**src/rtl/spim_pkg.sv**
```systemverilog
package spim_pkg;
  localparam int BYTE_W  = 8;
  localparam int FINE_W  = 5;
  localparam int ADDR_W  = 5;
  localparam int BUS_W   = 32;

  localparam logic [ADDR_W-1:0] OFS_CFG  = 5'h00;
  localparam logic [ADDR_W-1:0] OFS_STAT = 5'h04;
  localparam logic [ADDR_W-1:0] OFS_SYS  = 5'h08;
  localparam logic [ADDR_W-1:0] OFS_TX   = 5'h0C;
  localparam logic [ADDR_W-1:0] OFS_RX   = 5'h10;
  localparam logic [ADDR_W-1:0] OFS_CFG2 = 5'h14;

  typedef struct packed {
    logic              start;
    logic [BYTE_W-1:0] txByte;
    logic              cpol;
    logic              cpha;
    logic              coarseHi;
    logic [FINE_W-1:0] fineN;
  } spimCmd_t;
endpackage

```
**src/rtl/spim_datapath.sv**
```systemverilog
module spim_datapath
  import spim_pkg::*;
#(
  parameter int PRE_LO = 16,
  parameter int PRE_HI = 128
) (
  input  logic              clk,
  input  logic              rstN,
  input  spimCmd_t          cmd,
  input  logic              miso,
  output logic              sck,
  output logic              mosi,
  output logic              busy,
  output logic              done,
  output logic [BYTE_W-1:0] rxByte
);
  localparam int PRE_CW  = $clog2(PRE_HI);
  localparam int EDGES   = 2 * BYTE_W;
  localparam int EDGE_CW = $clog2(EDGES);
  localparam logic [PRE_CW-1:0]  LIM_LO   = PRE_CW'(PRE_LO - 1);
  localparam logic [PRE_CW-1:0]  LIM_HI   = PRE_CW'(PRE_HI - 1);
  localparam logic [EDGE_CW-1:0] LAST_IDX = EDGE_CW'(EDGES - 1);

  logic               active, doneQ, sckQ;
  logic               cphaQ, hiQ;
  logic [FINE_W-1:0]  nQ, fineCnt;
  logic [PRE_CW-1:0]  preCnt;
  logic [EDGE_CW-1:0] edgeIdx;
  logic [BYTE_W-1:0]  txSh, rxSh;
  logic               preTick, edgeEv, shiftEv, sampleEv;

  assign preTick  = active && (preCnt == (hiQ ? LIM_HI : LIM_LO));
  assign edgeEv   = preTick && (fineCnt == nQ);
  // phase 0: shift on trailing edges; phase 1: shift on leading edges after the first
  assign shiftEv  = cphaQ ? (!edgeIdx[0] && (edgeIdx != '0)) : edgeIdx[0];
  assign sampleEv = cphaQ ? edgeIdx[0] : !edgeIdx[0];

  always_ff @(posedge clk or negedge rstN) begin
    if (!rstN) begin
      active  <= 1'b0;
      doneQ   <= 1'b0;
      sckQ    <= 1'b0;
      cphaQ   <= 1'b0;
      hiQ     <= 1'b0;
      nQ      <= '0;
      fineCnt <= '0;
      preCnt  <= '0;
      edgeIdx <= '0;
      txSh    <= '0;
      rxSh    <= '0;
    end else begin
      doneQ <= 1'b0;
      if (cmd.start && !active) begin
        active  <= 1'b1;
        preCnt  <= '0;
        fineCnt <= '0;
        edgeIdx <= '0;
        txSh    <= cmd.txByte;
        cphaQ   <= cmd.cpha;
        hiQ     <= cmd.coarseHi;
        nQ      <= cmd.fineN;
        sckQ    <= cmd.cpol;
      end else if (active) begin
        preCnt <= preTick ? '0 : preCnt + 1'b1;
        if (preTick) fineCnt <= (fineCnt == nQ) ? '0 : fineCnt + 1'b1;
        if (edgeEv) begin
          sckQ    <= ~sckQ;
          edgeIdx <= edgeIdx + 1'b1;
          if (shiftEv)  txSh <= {txSh[BYTE_W-2:0], 1'b0};
          if (sampleEv) rxSh <= {rxSh[BYTE_W-2:0], miso};
          if (edgeIdx == LAST_IDX) begin
            active <= 1'b0;
            doneQ  <= 1'b1;
          end
        end
      end else begin
        sckQ <= cmd.cpol;
      end
    end
  end

  assign sck    = sckQ;
  assign mosi   = txSh[BYTE_W-1];
  assign busy   = active | doneQ;
  assign done   = doneQ;
  assign rxByte = rxSh;

  a_r3_idle_level: assert property (@(posedge clk) disable iff (!rstN)
    (!active && $past(!active) && $stable(cmd.cpol)) |-> (sckQ == cmd.cpol));
  a_r5_start_begins: assert property (@(posedge clk) disable iff (!rstN)
    $rose(active) |-> $past(cmd.start));
  a_r6_end_marks_done: assert property (@(posedge clk) disable iff (!rstN)
    $fell(active) |-> doneQ);
endmodule

```
**src/rtl/spim_ctrl.sv**
```systemverilog
module spim_ctrl
  import spim_pkg::*;
(
  input  logic              clk,
  input  logic              rstN,
  input  logic              wrEn,
  input  logic              rdEn,
  input  logic [ADDR_W-1:0] addr,
  input  logic [BUS_W-1:0]  wdata,
  output logic [BUS_W-1:0]  rdata,
  input  logic              busy,
  input  logic              done,
  input  logic [BYTE_W-1:0] rxByte,
  output spimCmd_t          cmd,
  output logic              csN
);
  localparam logic [BYTE_W-1:0] SYS_RST = 8'h40;
  localparam int PAD = BUS_W - BYTE_W;

  logic [BYTE_W-1:0] cfgQ, sysQ, cfg2Q, rxBufQ;
  logic              rxFullQ;
  logic              wrCfg, wrStat, wrSys, wrTx, wrCfg2, rdRx;

  assign wrCfg  = wrEn && (addr == OFS_CFG);
  assign wrStat = wrEn && (addr == OFS_STAT);
  assign wrSys  = wrEn && (addr == OFS_SYS);
  assign wrTx   = wrEn && (addr == OFS_TX);
  assign wrCfg2 = wrEn && (addr == OFS_CFG2);
  assign rdRx   = rdEn && (addr == OFS_RX);

  always_ff @(posedge clk or negedge rstN) begin
    if (!rstN) begin
      cfgQ    <= '0;
      sysQ    <= SYS_RST;
      cfg2Q   <= '0;
      rxBufQ  <= '0;
      rxFullQ <= 1'b0;
    end else begin
      if (wrCfg)  cfgQ  <= wdata[BYTE_W-1:0];
      if (wrSys)  sysQ  <= wdata[BYTE_W-1:0];
      if (wrCfg2) cfg2Q <= wdata[BYTE_W-1:0];
      if (done) begin
        rxBufQ  <= rxByte;
        rxFullQ <= 1'b1;
      end else if (rdRx || (wrStat && !wdata[2])) begin
        rxFullQ <= 1'b0;
      end
    end
  end

  always_comb begin
    cmd.start    = wrTx && !busy;
    cmd.txByte   = wdata[BYTE_W-1:0];
    cmd.cpha     = cfgQ[7];
    cmd.cpol     = cfgQ[6];
    cmd.coarseHi = cfgQ[5];
    cmd.fineN    = cfgQ[FINE_W-1:0];
  end

  always_comb begin
    unique case (addr)
      OFS_CFG:  rdata = {{PAD{1'b0}}, cfgQ};
      OFS_STAT: rdata = {{(BUS_W-3){1'b0}}, rxFullQ, 1'b0, busy};
      OFS_SYS:  rdata = {{PAD{1'b0}}, sysQ};
      OFS_RX:   rdata = {{PAD{1'b0}}, rxBufQ};
      OFS_CFG2: rdata = {{PAD{1'b0}}, cfg2Q};
      default:  rdata = '0;
    endcase
  end

  assign csN = sysQ[6];

  a_r7_done_sets_full: assert property (@(posedge clk) disable iff (!rstN)
    done |=> rxFullQ);
  a_r8_read_clears: assert property (@(posedge clk) disable iff (!rstN)
    (rdRx && !done) |=> !rxFullQ);
  a_r10_busy_blocks_start: assert property (@(posedge clk) disable iff (!rstN)
    (wrTx && busy) |-> !cmd.start);
endmodule

```
**src/rtl/spi_byte_master.sv**
```systemverilog
module spi_byte_master
  import spim_pkg::*;
#(
  parameter int PRE_LO = 16,
  parameter int PRE_HI = 128
) (
  input  logic        clk,
  input  logic        rstN,
  input  logic        wrEn,
  input  logic        rdEn,
  input  logic [4:0]  addr,
  input  logic [31:0] wdata,
  output logic [31:0] rdata,
  output logic        sck,
  output logic        mosi,
  input  logic        miso,
  output logic        csN
);
  spimCmd_t          cmd;
  logic              busy, done;
  logic [BYTE_W-1:0] rxByte;

  spim_ctrl u_ctrl (
    .clk(clk), .rstN(rstN), .wrEn(wrEn), .rdEn(rdEn), .addr(addr),
    .wdata(wdata), .rdata(rdata), .busy(busy), .done(done),
    .rxByte(rxByte), .cmd(cmd), .csN(csN)
  );

  spim_datapath #(.PRE_LO(PRE_LO), .PRE_HI(PRE_HI)) u_dp (
    .clk(clk), .rstN(rstN), .cmd(cmd), .miso(miso), .sck(sck),
    .mosi(mosi), .busy(busy), .done(done), .rxByte(rxByte)
  );

  a_r2_cs_follows: assert property (@(posedge clk) disable iff (!rstN)
    (wrEn && addr == OFS_SYS) |=> (csN == $past(wdata[6])));
endmodule

```
**config.mk**
```make
export PLATFORM = sky130hd
export DESIGN_NAME = spi_byte_master
export DESIGN_NICKNAME = d
export VERILOG_FILES = /design/src/rtl/spim_pkg.sv /design/src/rtl/spim_datapath.sv /design/src/rtl/spim_ctrl.sv /design/src/rtl/spi_byte_master.sv
export SDC_FILE = /design/constraint.sdc
export NUM_CORES = 1
export LEC_CHECK = 0
export BUFFER_PORTS_ARGS = -buffer_cell sky130_fd_sc_hd__buf_4
export CAP_MARGIN = 20
export CORE_MARGIN = 2
export CORE_UTILIZATION = 30
export CTS_CLUSTER_SIZE = 25
export DETAILED_ROUTE_END_ITERATION = 7
export SETUP_SLACK_MARGIN = 0.4
export SYNTH_ARGS = -nofsm -noshare
export SYNTH_HDL_FRONTEND = slang
export SYNTH_SLANG_ARGS = --single-unit
```
**constraint.sdc**
```tcl
create_clock -name clk -period 3 [get_ports clk]
set_clock_uncertainty 0.05 [all_clocks]
set_input_delay 0.6 -clock clk [delete_from_list [all_inputs] [get_ports clk]]
set_output_delay 0.6 -clock clk [all_outputs]
set_load 0.03 [all_outputs]
```
==> Word-level counts from Yosys, hierarchy flattened <==
Index checks and enable logic that the tools add are counted.
{ "word_totals": {"mem_bits_rw": 0, "mem_bits_ro": 0, "ff_bits": 75, "out_inout_bits": 35, "memories": 0, "word_cells": 90, "latchBits": 0} }
{ "classes": {"n_reduce_logical": 28, "n_lt_le_gt_ge": 0, "bitwise": 3, "mul": 0, "n_eq_ne": 9, "addsub": 3, "shift": 0, "muxes": 31, "div": 0} }
{ "ops": {"columns": ["op", "count"], "rows": [
  ["8-bit case mux with 5 select lines", 1],
  ["8-bit 2-to-1 mux", 4],
  ["7-bit 2-to-1 mux", 4],
  ["5-bit 2-to-1 mux", 4],
  ["1-bit 2-to-1 mux", 15],
  ["1-bit logical AND", 12],
  ["4-bit 2-to-1 mux", 3],
  ["5-bit by 4-bit == test with 1-bit output, second input constant", 2],
  ["5-bit == test, second input constant", 2],
  ["2-bit nonzero test", 5],
  ["7-bit by 1-bit adder with 7-bit output, second input constant", 1],
  ["7-bit == test", 1],
  ["5-bit by 1-bit adder with 5-bit output, second input constant", 1],
  ["5-bit by 3-bit == test with 1-bit output, second input constant", 1],
  ["5-bit == test", 1],
  ["5-bit logical NOT", 1],
  ["4-bit by 1-bit adder with 4-bit output, second input constant", 1],
  ["4-bit == test, second input constant", 1],
  ["1-bit logical NOT", 4],
  ["2-bit AND reduction", 2],
  ["4-bit AND reduction", 1],
  ["4-bit nonzero test", 1],
  ["3-bit inequality test, second input constant", 1],
  ["3-bit AND reduction", 1],
  ["3 further kinds", 4]
]} }

==> Longest topological paths before layout <==
{ "depth": {"depth_word": 7, "mapped_depth": 7, "mapped_depth_nobuf": 7} }

==> By module <==
A second synthesis with hierarchy kept.
{ "hier_totals": {"hier_cells": 368, "area_unflattened_um2": 4060.1} }
{ "modules_own_cells": {"columns": ["module", "cells_per_inst", "area_each_um2", "n_inst", "seq_area_each_um2"], "rows": [
  ["spim_datapath", 214, 2162.1, 1, 1051.0],
  ["spim_ctrl", 154, 1898.1, 1, 827.0]
]} }

==> Least setup slack after synthesis <==
OpenSTA, ideal clock, no wires.
{ "synth_path": {"kind": "input to output", "start": "in addr[3]", "end": "out rdata[2]", "path_slack_ps": 506, "arrival_time_ps": 1844, "n_path_buf": 2, "required_time_ps": 2350, "path_stages": 6, "cell_sequence": "clkbuf_1 nor2b_1 and3_1 clkbuf_1 a22oi_1 o21ai_0"} }
{ "synth_via": {"elab_chain_cells": 2, "elab_cells_between_ends": 6} }
{ "synth_rtl": {"columns": ["item", "line", "source"], "rows": [
  ["start, declared", "spi_byte_master.sv:11", "input logic [4:0] addr,"],
  ["5-bit == test (tied with other cells)", "spim_ctrl.sv:61", "unique case (addr)"],
  ["8-bit case mux with 5 select lines *", "spim_ctrl.sv:61", null],
  ["end, declared", "spi_byte_master.sv:13", "output logic [31:0] rdata,"]
]} }
Mark *: on every way between the ends. The rest lies on a longest branch, timed or not.

==> Worst setup path in the final report <==
{ "layout_path": {"start": "reg u_dp.preCnt[4]", "end": "reg u_dp.rxSh[6] (netlist: u_dp.rxByte[6])"} }
{ "layout_via": {"elab_chain_cells": 4} }
{ "layout_rtl": {"columns": ["item", "line", "source"], "rows": [
  ["start, declared", "spim_datapath.sv:27", "logic [PRE_CW-1:0] preCnt;"],
  ["start signal, assigned", "spim_datapath.sv:64", "preCnt <= preTick ? '0 : preCnt + 1'b1;"],
  ["7-bit == test", "spim_datapath.sv:32", "assign preTick = active && (preCnt == (hiQ ? LIM_HI : LIM_LO));"],
  ["1-bit logical AND", "spim_datapath.sv:32", null],
  ["1-bit logical AND", "spim_datapath.sv:33", "assign edgeEv = preTick && (fineCnt == nQ);"],
  ["4-bit AND reduction (no source line)", null, null],
  ["end signal, assigned", "spim_datapath.sv:70", "if (sampleEv) rxSh <= {rxSh[BYTE_W-2:0], miso};"],
  ["end, declared", "spim_datapath.sv:29", "logic [BYTE_W-1:0] txSh, rxSh;"]
]} }
No other way between the ends.
A chain may end at the register's enable or synchronous reset.

==> impl.org <==
** Outcome
- Run status :: finished, final reports clean

** Hold path
- The worst hold path belongs to the class in2async.

** Timing
- Measured against its own limit, the worst slew margin works out to 35.3%.
- The number of max-slew violations in the final report came to 0.
- Adding up every negative setup slack in the final design gives 0 ns.
- Hold violation total from the final report :: 0
- The worst path needs 2.52 ns of the cycle, external delays included.
- Final number of setup-violating endpoints :: 0
- Based on the critical path, the design can be clocked at up to 396 MHz.
- Setup repair after global routing could not meet its margin everywhere.
- Crit share post-route :: 84.1%
- Final worst slack :: 0.476 ns
- For the pin with the worst max-slew slack, the measured transition is 0.971 ns.

** Final layout
- Fraction of layout instances using a drive strength above 1 :: 28.1%
- Layout Area Growth over Synthesis :: 17.4%
- Most used cells in the layout excluding fill and tap cells :: 74 x sky130_fd_sc_hd__dfrtp_1, 52 x sky130_fd_sc_hd__nand2_1, 41 x sky130_fd_sc_hd__mux2_2
- Antenna diodes :: 0
- Cells fill 35.8% of the core in the end.
- After the last flow step, the layout net total stands at 418.
- After filler insertion, the fill cell instance count of the layout stands at 1161.
- Summing all non-filler instances in the final layout gives an area of 0.00429 sq mm.
- Leaving out fill and tap cells, the most frequent cell in the layout is sky130_fd_sc_hd__dfrtp_1.

** Synthesis
- For this run, the number of Yosys warnings is 0.
- For this run, the register share of the synthesized area comes to 51.4%.
- Register bit total from synthesis :: 75
- Synth Flop Type :: sky130_fd_sc_hd__dfrtp_1
- Area of the mapped netlist :: 0.00365 sq mm
- Cells after Synth :: 337
- Post-Syn Area per Cell :: 10.8 sq um
- Count of flip-flops with a built-in enable after synthesis :: 0
- Number of distinct library cell variants in the gate-level netlist after synthesis :: 41
- Fraction of synthesis flops using an asynchronous set or reset pin :: 100%

** Placed design
- Detailed placement finished with a half-perimeter wire length of 5160 um.
- Post-place instance area :: 0.00397 sq mm
- PortBufs :: 28
- At the placement stage, the worst setup path has a slack of 0.288 ns.
- Routability-driven placement finished with a final weighted congestion of 0.771.

** Critical path
- Critical Path Sink Type :: flip-flop
- The worst setup path is launched from a flip-flop.
- The worst setup path is of the reg2reg kind.
- The slowest stage of the critical path belongs to the cell sky130_fd_sc_hd__or4_4.
- Counting both buffers and inverters, the worst setup path holds a total of 0.
- For this run, the slowest stage of the critical path takes 0.58 ns.
- For the worst setup path, the data arrival time is 2.68 ns.
- Cell Chain, Critical Path :: or4_4 > a211oi_4 > nand4_2 > mux2_2
- Grouping stages by cell kind, the critical path spends the most delay in simple AND/OR/NAND/NOR gates.
- Largest fanout on the critical path :: 10
- Required arrival time at the worst endpoint :: 3.16 ns

** Detailed routing
- After detailed routing, the average wire length per cell comes to 14.2 um.
- The first detailed-routing pass took 6 iterations.
- Vias/cell :: 4.86
- Aggregate routed wire length :: 7450 um
- The first routing iteration left 146 violations.
- In this run the remaining antenna-violating nets after routing total 0.
- In the routed design, unresolved DRC markers number 0.
- Routed vias :: 2547

** Clock network
- TritonCTS clock tree :: built
- Worst-case clock buffer depth :: 2
- Clock Latency Late Sink :: 0.32 ns
- Clock-pin transition on the worst setup and hold timing paths :: 0.06 ns
- Total clock buffers created by CTS :: 9
- In this run the post-CTS setup repair buffer count came out at 0.
- Clock tree root driver cell :: sky130_fd_sc_hd__clkbuf_16
- Cts hold-fix bufs :: 0
- The clock tree synthesis step divided the H-tree into 3 levels.
- Clock sink total :: 75

** Global routing
- Entering global routing, the biggest net connects 76 pins.
- Global routing finished with a remaining overflow of 0.
- The initial antenna violation count came to 0.
- Total GRT Usage :: 12.0%
- The first global-routing pass estimated 12400 um of wire.
- Number of global-route vias before repair :: 2427

** Floorplan
- Once the floorplan was initialized, standard cells occupied 30.5% of the core.
- Chip Height :: 114 um
- Die area :: 0.0131 sq mm
- The die is 114 um wide.
- Row count :: 40
- Number of top-level pins :: 77
- The floorplan step defined a core boundary enclosing 0.0120 sq mm.

** Pwr
- Dividing total power by cell area gives a power density of 566 mW/mm^2.
- Static leakage :: 2.10 nW
- Maximum resistive drop on vdd :: 0.394 mV
- Total power for the finished layout comes to 0.00243 W.

** Run
- The tool flagged a number of max-cap violations equal to 0.
## state kept, by name, summed over array words and instances (netlist names)
name,flops
u_dp.done,1
u_dp.hiQ,1
u_dp.edgeIdx,4
u_ctrl.rxBufQ,8
u_ctrl.cfgQ,8
u_ctrl.sysQ,8
u_ctrl.rxFullQ,1
u_dp.rxByte,8
u_dp.active,1
u_dp.nQ,5
u_ctrl.cfg2Q,8
u_dp.preCnt,7
u_dp.txSh,8
u_dp.fineCnt,5
u_dp.sck,1
u_dp.cphaQ,1
## cell usage after synthesis, types with 5 or more instances
cell | count | area [sq um]
sky130_fd_sc_hd__a21oi_1 | 16 | 80.1
sky130_fd_sc_hd__a222oi_1 | 6 | 60.1
sky130_fd_sc_hd__buf_4 | 24 | 180
sky130_fd_sc_hd__clkbuf_1 | 9 | 33.8
sky130_fd_sc_hd__dfrtp_1 | 74 | 1850
sky130_fd_sc_hd__inv_1 | 5 | 18.8
sky130_fd_sc_hd__mux2_2 | 41 | 462
sky130_fd_sc_hd__mux2i_1 | 8 | 80.1
sky130_fd_sc_hd__nand2_1 | 52 | 195
sky130_fd_sc_hd__nand3_1 | 14 | 70.1
sky130_fd_sc_hd__nor2_1 | 21 | 78.8
sky130_fd_sc_hd__o21ai_0 | 10 | 50.1
sky130_fd_sc_hd__xor2_1 | 8 | 70.1
## routing by layer
metal | vias to the layer above | GRT usage, % | routed length (um)
li1 | 1214 | - | -
met4 | 0 | 3.74 | 51
met1 | 1264 | 16.2 | 3420
met2 | 62 | 19.7 | 3710
met5 | - | 0 | 0
met3 | 7 | 2.01 | 265
## path summary, 6_finish.rpt
path                                     start          endpoint  slack (ns)  depth (start not counted)
worst min register to register      u_dp.nQ[4]        u_dp.nQ[4]        0.44                          2
worst min-delay path                      rstN  u_ctrl.rxBufQ[7]        0.35                          1
min in group clk                    u_dp.nQ[4]        u_dp.nQ[4]        0.44                          2
max in group asynchronous                 rstN   u_dp.edgeIdx[3]        1.89                          1
worst max register to register  u_dp.preCnt[4]    u_dp.rxByte[6]        0.48                          4
worst max-delay path            u_dp.preCnt[4]    u_dp.rxByte[6]        0.48                          4
## kinds of logic after synthesis
logic type | Yosys count | synth area share [%]
XOR/XNOR | 10 | 2.40
AND/OR/NAND/NOR | 114 | 15.1
buffers and inverters | 39 | 6.48
flip-flops | 75 | 51.4
multiplexers | 49 | 14.8
adder cells (fa/ha/maj) | 4 | 1.37
other | 1 | 0.103
AO/OA/AOI/OAI | 45 | 8.26
## stage by stage
stage	hold slack, ns	cells
2_1_floorplan	0.254	360
3_3_place_gp	0.427	508
3_5_place_dp	0.432	508
4_1_cts	0.414	524
5_1_grt	0.447	524
6_report	0.354	524
## worst reg2reg max path, delay by kind of cell (launching register included)
kind / cells / cell delay, ns
and+or+nand+nor: 2 / 1.00
AOI/OAI and AO/OA: 1 / 0.51
DFF: 1 / 0.44
muxes: 1 / 0.40
## power breakdown
part	leakage (nW)	switching, W	internal, W	total, W
combinational	1.04	0.000116	0.0000814	0.000197
clock	0.146	0.000436	0.000676	0.00111
sequential	0.914	0.0000407	0.00108	0.00112
## layout make-up
class,instances,area (sq um),share of cell area (%)
clock inverter,6,71.3,1.66
clock buffer,10,239,5.57
tap,147,184,4.29
sequential,75,1880,43.8
timing repair buffer,35,263,6.13
multi-input combinational,246,1630,38.1
inverter,5,18.8,0.438
## what timing repair did
item | in CTS | in global routing
resized for setup | 2 | 3
endpoints found under the setup margin | 6 | 16
pin swaps | 0 | 2
(Power assumes the default switching activity.)
